## config.mk

```make
export PLATFORM = sky130hd
export DESIGN_NAME = mor_read_client
export DESIGN_NICKNAME = d
export VERILOG_FILES = /design/src/rtl/mor_pkg.sv /design/src/rtl/mor_id_pool.sv /design/src/rtl/mor_result_buf.sv /design/src/rtl/mor_read_client.sv
export SDC_FILE = /design/constraint.sdc
export NUM_CORES = 2
export LEC_CHECK = 0
export BUFFER_PORTS_ARGS = -buffer_cell sky130_fd_sc_hd__buf_2
export CAP_MARGIN = 20
export CORE_AREA = 5 5 453 455
export CTS_CLUSTER_DIAMETER = 80
export CTS_CLUSTER_SIZE = 12
export DETAILED_ROUTE_END_ITERATION = 8
export DIE_AREA = 0 0 458 460
export PLACE_DENSITY_LB_ADDON = 0.15
export SLEW_MARGIN = 30
export SYNTH_ARGS = -nofsm -noshare
export SYNTH_HDL_FRONTEND = slang
export SYNTH_HIERARCHICAL = 1
export SYNTH_SLANG_ARGS = --single-unit
export TNS_END_PERCENT = 20
```

## constraint.sdc

```tcl
create_clock -name clk -period 73.9 [get_ports clk]
set_input_delay 3.695 -clock clk [delete_from_list [all_inputs] [get_ports clk]]
set_output_delay 3.695 -clock clk [all_outputs]
set_load 0.01 [all_outputs]
```

## src/rtl/mor_pkg.sv

```systemverilog
package mor_pkg;
  localparam logic [2:0] OP_PUT_FULL = 3'd0;
  localparam logic [2:0] OP_GET      = 3'd4;
  localparam logic [2:0] OP_ACK      = 3'd0;
  localparam logic [2:0] OP_ACK_DATA = 3'd1;

  typedef enum logic [1:0] {
    ST_IDLE,
    ST_PUT,
    ST_GET,
    ST_DRAIN
  } mor_state_e;
endpackage

```

## src/rtl/mor_id_pool.sv

```systemverilog
module mor_id_pool #(
  parameter int N     = 4,
  parameter int IDX_W = 2
) (
  input  logic             clk,
  input  logic             rst_n,
  input  logic             alloc_v,
  input  logic [IDX_W-1:0] alloc_idx,
  input  logic             free_v,
  input  logic [IDX_W-1:0] free_idx,
  output logic [N-1:0]     busy_o
);
  logic [N-1:0] busy_q, busy_d;

  always_comb begin
    busy_d = busy_q;
    if (alloc_v) busy_d[alloc_idx] = 1'b1;
    if (free_v)  busy_d[free_idx]  = 1'b0;
  end

  always_ff @(posedge clk or negedge rst_n) begin
    if (!rst_n) busy_q <= '0;
    else        busy_q <= busy_d;
  end

  assign busy_o = busy_q;

  // an ID is only handed out when it is free
  a_r7_no_reuse: assert property (@(posedge clk) disable iff (!rst_n)
    alloc_v |-> !busy_q[alloc_idx]);
  // only reserved IDs are released
  a_r12_free_held: assert property (@(posedge clk) disable iff (!rst_n)
    free_v |-> busy_q[free_idx]);
  // a reserved ID stays reserved in the next cycle
  a_r7_alloc_sticks: assert property (@(posedge clk) disable iff (!rst_n)
    alloc_v |=> busy_q[$past(alloc_idx)]);
endmodule

```

## src/rtl/mor_result_buf.sv

```systemverilog
module mor_result_buf #(
  parameter int N      = 4,
  parameter int IDX_W  = 2,
  parameter int DATA_W = 256
) (
  input  logic              clk,
  input  logic              rst_n,
  input  logic              wr_v,
  input  logic [IDX_W-1:0]  wr_idx,
  input  logic [DATA_W-1:0] wr_data,
  input  logic [IDX_W-1:0]  rd_idx,
  output logic [DATA_W-1:0] rd_data
);
  logic [DATA_W-1:0] slot_q [N];

  for (genvar g = 0; g < N; g++) begin : g_slot
    logic slot_en;
    assign slot_en = wr_v && (wr_idx == IDX_W'(g));
    always_ff @(posedge clk or negedge rst_n) begin
      if (!rst_n)       slot_q[g] <= '0;
      else if (slot_en) slot_q[g] <= wr_data;
    end
  end

  assign rd_data = slot_q[rd_idx];
endmodule

```

## src/rtl/mor_read_client.sv

```systemverilog
module mor_read_client
  import mor_pkg::*;
#(
  parameter int ADDR_W    = 32,
  parameter int DATA_W    = 256,
  parameter int PAGE_BITS = 12,
  parameter int SRC_W     = 4,
  parameter int SRC_BASE  = 10,
  parameter int SRC_NUM   = 4,
  parameter int CNT_W     = 4,
  parameter int LG_SIZE   = 5,
  localparam int PAGE_W   = ADDR_W - PAGE_BITS,
  localparam int IDX_W    = (SRC_NUM > 1) ? $clog2(SRC_NUM) : 1,
  localparam int MASK_W   = DATA_W / 8
) (
  input  logic              clk,
  input  logic              rst_n,
  input  logic              cmd_valid,
  output logic              cmd_ready,
  input  logic [PAGE_W-1:0] cmd_page,
  input  logic [PAGE_BITS-1:0] cmd_offset,
  input  logic [CNT_W-1:0]  cmd_count,
  input  logic              cmd_write,
  input  logic [DATA_W-1:0] cmd_wdata,
  output logic              a_valid,
  input  logic              a_ready,
  output logic [2:0]        a_opcode,
  output logic [2:0]        a_param,
  output logic [2:0]        a_size,
  output logic [SRC_W-1:0]  a_source,
  output logic [ADDR_W-1:0] a_address,
  output logic [MASK_W-1:0] a_mask,
  output logic [DATA_W-1:0] a_data,
  input  logic              d_valid,
  output logic              d_ready,
  input  logic [2:0]        d_opcode,
  input  logic [SRC_W-1:0]  d_source,
  input  logic [DATA_W-1:0] d_data,
  input  logic [IDX_W-1:0]  res_sel,
  output logic [DATA_W-1:0] res_data,
  output logic              done,
  output logic              err_range
);
  localparam logic [CNT_W-1:0]     NUM_C   = CNT_W'(SRC_NUM);
  localparam logic [SRC_W-1:0]     NUM_S   = SRC_W'(SRC_NUM);
  localparam logic [SRC_W-1:0]     BASE_C  = SRC_W'(SRC_BASE);
  localparam logic [PAGE_BITS-1:0] OFF_MSK = ~PAGE_BITS'((1 << LG_SIZE) - 1);

  // reset: asserted asynchronously, released on a clock edge
  logic rst_meta_q, rst_sync_n;
  always_ff @(posedge clk or negedge rst_n) begin
    if (!rst_n) begin
      rst_meta_q <= 1'b0;
      rst_sync_n <= 1'b0;
    end else begin
      rst_meta_q <= 1'b1;
      rst_sync_n <= rst_meta_q;
    end
  end

  mor_state_e st_q, st_d;
  logic [PAGE_W-1:0]    page_q;
  logic [PAGE_BITS-1:0] off_q;
  logic [DATA_W-1:0]    wdata_q;
  logic [CNT_W-1:0]     eff_q, issued_q, issued_d, got_q, got_d, eff_in;
  logic                 err_q, err_d, load;
  logic [SRC_NUM-1:0]   busy;
  logic                 alloc_v;
  logic [IDX_W-1:0]     alloc_idx, cur_idx;
  logic [SRC_W-1:0]     d_off;
  logic                 d_hit, wr_v, is_put;

  assign eff_in  = (cmd_count > NUM_C) ? NUM_C : cmd_count;
  assign cur_idx = issued_q[IDX_W-1:0];

  // channel D side: a beat counts only when its ID is reserved
  assign d_ready = |busy;
  assign d_off   = d_source - BASE_C;
  assign d_hit   = d_valid && d_ready && (d_source >= BASE_C) && (d_off < NUM_S)
                   && busy[d_off[IDX_W-1:0]];
  assign wr_v    = d_hit && (d_opcode == OP_ACK_DATA);

  always_comb begin
    st_d      = st_q;
    load      = 1'b0;
    cmd_ready = 1'b0;
    a_valid   = 1'b0;
    alloc_v   = 1'b0;
    alloc_idx = cur_idx;
    issued_d  = issued_q;
    done      = 1'b0;
    case (st_q)
      ST_IDLE: begin
        cmd_ready = 1'b1;
        if (cmd_valid) begin
          load     = 1'b1;
          issued_d = '0;
          if (cmd_write)          st_d = ST_PUT;
          else if (eff_in == '0)  st_d = ST_DRAIN;
          else                    st_d = ST_GET;
        end
      end
      ST_PUT: begin
        a_valid   = 1'b1;
        alloc_idx = '0;
        if (a_ready) begin
          alloc_v = 1'b1;
          st_d    = (eff_q == '0) ? ST_DRAIN : ST_GET;
        end
      end
      ST_GET: begin
        a_valid = !busy[cur_idx];
        if (a_valid && a_ready) begin
          alloc_v  = 1'b1;
          issued_d = issued_q + 1'b1;
          if (issued_d == eff_q) st_d = ST_DRAIN;
        end
      end
      default: begin
        if ((got_q == eff_q) && (busy == '0)) begin
          done = 1'b1;
          st_d = ST_IDLE;
        end
      end
    endcase
  end

  assign got_d = load ? '0 : got_q + CNT_W'(wr_v);
  assign err_d = err_q | (load && (cmd_count > NUM_C));

  always_ff @(posedge clk or negedge rst_sync_n) begin
    if (!rst_sync_n) begin
      st_q     <= ST_IDLE;
      issued_q <= '0;
      got_q    <= '0;
      err_q    <= 1'b0;
    end else begin
      st_q     <= st_d;
      issued_q <= issued_d;
      got_q    <= got_d;
      err_q    <= err_d;
    end
  end

  always_ff @(posedge clk or negedge rst_sync_n) begin
    if (!rst_sync_n) begin
      page_q  <= '0;
      off_q   <= '0;
      eff_q   <= '0;
      wdata_q <= '0;
    end else if (load) begin
      page_q  <= cmd_page;
      off_q   <= cmd_offset & OFF_MSK;
      eff_q   <= eff_in;
      wdata_q <= cmd_wdata;
    end
  end

  // channel A payload, held by registers that move only on a handshake
  assign is_put    = (st_q == ST_PUT);
  assign a_opcode  = is_put ? OP_PUT_FULL : OP_GET;
  assign a_param   = 3'd0;
  assign a_size    = 3'(LG_SIZE);
  assign a_mask    = '1;
  assign a_data    = is_put ? wdata_q : '0;
  assign a_source  = is_put ? BASE_C : BASE_C + SRC_W'(cur_idx);
  assign a_address = is_put ? {page_q, off_q}
                            : {page_q + PAGE_W'(issued_q), off_q};
  assign err_range = err_q;

  mor_id_pool #(.N(SRC_NUM), .IDX_W(IDX_W)) u_pool (
    .clk      (clk),
    .rst_n    (rst_sync_n),
    .alloc_v  (alloc_v),
    .alloc_idx(alloc_idx),
    .free_v   (d_hit),
    .free_idx (d_off[IDX_W-1:0]),
    .busy_o   (busy)
  );

  mor_result_buf #(.N(SRC_NUM), .IDX_W(IDX_W), .DATA_W(DATA_W)) u_buf (
    .clk    (clk),
    .rst_n  (rst_sync_n),
    .wr_v   (wr_v),
    .wr_idx (d_off[IDX_W-1:0]),
    .wr_data(d_data),
    .rd_idx (res_sel),
    .rd_data(res_data)
  );

  // Get shape and alignment seen at the port
  a_r2_get_shape: assert property (@(posedge clk) disable iff (!rst_sync_n)
    (a_valid && a_opcode == OP_GET) |-> (a_size == 3'(LG_SIZE))
      && (a_address[LG_SIZE-1:0] == '0));
  // payload held under backpressure
  a_r6_hold_payload: assert property (@(posedge clk) disable iff (!rst_sync_n)
    (a_valid && !a_ready) |=> a_valid && $stable(a_address) && $stable(a_source)
      && $stable(a_opcode) && $stable(a_data));
  // no ID outside the declared range
  a_r7_src_in_range: assert property (@(posedge clk) disable iff (!rst_sync_n)
    a_valid |-> (a_source >= BASE_C) && ((a_source - BASE_C) < NUM_S));
  // overflow flag is sticky
  a_r8_err_sticky: assert property (@(posedge clk) disable iff (!rst_sync_n)
    err_range |=> err_range);
  // done is a single-cycle pulse followed by readiness
  a_r11_done_pulse: assert property (@(posedge clk) disable iff (!rst_sync_n)
    done |=> !done && cmd_ready);
  // nothing in flight means no outstanding reservations when idle
  a_r10_idle_clear: assert property (@(posedge clk) disable iff (!rst_sync_n)
    cmd_ready |-> !d_ready);
endmodule

```

==> results.py <==
metrics = {
    "synth": {
        "yosysSeqAreaShare_pct": 57.1,
        "ys_ff_latch": 1328,
        "netlist_area_um2": 58200,
        "ys.flop_type": "dfrtp_1",
        "synthArstFlopShare_pct": 100,
        "synth_warnings": 6,
        "postSynthCellCount": 4203,
        "synth_edf_count": 0,
        "synth.distinct_cells": 53,
        "synth.avg_cell_area_um2": 13.8,
    },
    "drt": {
        "drt-total-wl_um": 197000,
        "vias_per_cell": 4.71,
        "first_pass_iters": 5,
        "drt_iter0_markers": 2279,
        "drc": 0,
        "wl_per_cell_um": 24.7,
        "ant_nets": 0,
        "vias": 37600,
    },
    "min_path": {
        "hold_path.class": "flop to async pin",
    },
    "clocking": {
        "cts_setup_buffers": 0,
        "cts_buffers": 135,
        "cts_tree": "yes",
        "cts_resized": 0,
        "cts_hold_buffers": 0,
        "cts.sinks": 1328,
        "clk_pin_slew_ns": 0.06,
        "cts_max_path_buffers": 3,
        "cts_root_buf": "clkbuf_16",
        "clk_latency_ns": 0.79,
        "htreeDepth": 4,
    },
    "sta": {
        "finClkSkew_ns": 0.0423,
        "drv_slew": 0,
        "maxSlewHeadroom_pct": 33.8,
        "setup_ws_ns": 62.09,
        "setup_viol": 0,
        "timing.final.crit_share_pct": 16.0,
        "worst_pin_slew_ns": 0.993,
        "setup-tns-final_ns": 0,
        "grt_setup_unrepaired": "no",
        "min_period_ns": 11.81,
        "fmax_mhz": 84.6,
        "finalHoldViolCount": 0,
    },
    "placement": {
        "dp_hpwl_um": 139000,
        "pre_cts_ws_ns": 61.55,
        "port_buffers": 1105,
        "place_area_um2": 66200,
        "place_congestion": 0.912,
    },
    "worst_setup_path": {
        "startpoint_type": "primary input",
        "crit_arrival_ns": 8.12,
        "worstSetupPathType": "primary input to output pin",
        "crit_required_ns": 70.21,
        "worstPathMaxFanout": 66,
        "cp-end-kind": "output pin",
    },
    "die": {
        "fp.coreArea_um2": 201000,
        "io_pins": 1157,
        "die_y_um": 460,
        "die_w_um": 458,
        "dieArea_um2": 211000,
        "start_util_pct": 29.0,
        "num_rows": 165,
    },
    "power": {
        "ir_drop_mv": 0.0201,
        "power.total_mw": 1.93,
        "power_density_nw_per_um2": 27.5,
        "power.static_leakage_nw": 36.8,
    },
    "global_routing": {
        "grt_usage_pct": 18.3,
        "overflow": 0,
        "grt_max_degree": 174,
        "grt_pass1_wl_um": 285000,
        "grt_antenna_before_repair": 134,
        "grt_pass1_vias": 39100,
    },
    "layout": {
        "final_common_cell": "dfrtp_1",
        "nets": 5813,
        "drive_gt1_share_pct": 49.8,
        "area_growth_pct": 20.8,
        "most-common-layout-cells": "dfrtp_1 (1,327), buf_2 (1,103), mux2_2 (1,026)",
        "fin_area_um2": 70300,
    },
    "run_status": {
        "run_status": "completed",
    },
    "run": {
        "cap_violations": 0,
    },
}
-- flip-flops by register name (all words and copies together) (netlist names) --
signal         cells
issued_q           4
wdata_q          256
off_q              7
st_q               2
got_q              4
rst_sync_n         1
eff_q              4
rst_meta_q         1
page_q            20
u_pool/busy_o      4
err_range          1
u_buf/slot_q    1024
-- cell usage after synthesis, types with 2 or more instances --
cell	n	share of area [%]
xor2_1	11	0.17
buf_1	19	0.12
nand2b_1	2	0.021
ha_1	14	0.30
nor4_1	2	0.021
dfrtp_1	1328	57
o21bai_1	3	0.039
o21ai_0	13	0.11
buf_2	125	1.1
a21oi_1	5	0.043
o21a_1	2	0.026
a22o_1	3	0.045
inv_1	19	0.12
buf_4	75	0.97
a31oi_1	4	0.043
conb_1	2	0.013
nor3_1	6	0.052
nor2b_1	3	0.032
nand2_1	853	5.5
mux2_2	1026	20
xnor2_1	19	0.29
mux2_1	2	0.039
nor2_1	16	0.10
clkbuf_1	91	0.59
and3_1	5	0.054
mux4_2	257	9.9
nand3_1	8	0.069
nor3b_2	2	0.043
nand3b_1	3	0.039
and2_1	262	2.8
-- worst max-delay path: stages --
cell and delay [ns]:
buf_8 0.58, buf_4 0.70, buf_4 0.79, buf_6 0.60
buf_4 0.66, mux4_2 0.63, buf_2 0.17
-- layout make-up --
cell class	instances	area, um2
clock inverter	25	374
multi-input combinational	2591	23500
antenna	42	105
sequential	1328	33200
fill	19900	131000
timing repair buffer	1160	6160
clock buffer	143	3510
inverter	19	71.3
tap	2672	3340
-- final timing paths --
kind | depth (start not counted) | startpoint | endpoint | slack (ns)
worst max-delay path | 7 | res_sel[0] | res_data[87] | 62.09
worst min-delay path | 0 | rst_sync_n | u_buf/slot_q[288] | 0.21
worst max register to register | 7 | rst_sync_n | u_buf/slot_q[200] | 69.24
worst min register to register | 0 | rst_sync_n | u_buf/slot_q[288] | 0.21
max in group asynchronous | 7 | rst_sync_n | u_buf/slot_q[200] | 69.24
min in group clk | 0 | rst_meta_q | rst_sync_n | 0.35
-- metrics by stage --
| step | hold slack (ns) | std cells | util [%] |
|---|---|---|---|
| 6_report | 0.214 | 7980 | 35.0 |
| 5_1_grt | 0.233 | 7955 | 35.0 |
| 4_1_cts | 0.358 | 7933 | 34.9 |
| 3_5_place_dp | 0.341 | 7765 | 32.9 |
| 3_3_place_gp | 0.336 | 7765 | 32.9 |
| 2_1_floorplan | 0.331 | 4248 | - |
-- cells by family after synthesis --
family	after synthesis	share of synthesized area [%]
XOR/XNOR	30	0.451
AND/OR/NAND/NOR	1170	8.86
flip-flops	1328	57.1
other	2	0.0129
multiplexers	1286	29.8
adder cells (fa/ha/maj)	15	0.335
buffers and inverters	329	2.87
AO/OA/AOI/OAI	43	0.529
-- metal layers --
metal | global-route usage [%] | wire [um] | vias up
li1 | - | - | 16500
met1 | 23.8 | 83100 | 19400
met2 | 27.0 | 86500 | 1108
met3 | 8.40 | 20600 | 382
met4 | 5.71 | 5820 | 114
met5 | 0 | 736 | -
-- report_power, final --
part / total (mW) / switching, mW / internal [mW] / leakage, nW
logic: 0.394 / 0.244 / 0.151 / 16.9
registers: 0.886 / 0.0569 / 0.829 / 18.0
clock network: 0.651 / 0.300 / 0.352 / 1.91
total: 1.93 / 0.600 / 1.33 / 36.8
Power figures use the tool's default switching activity.
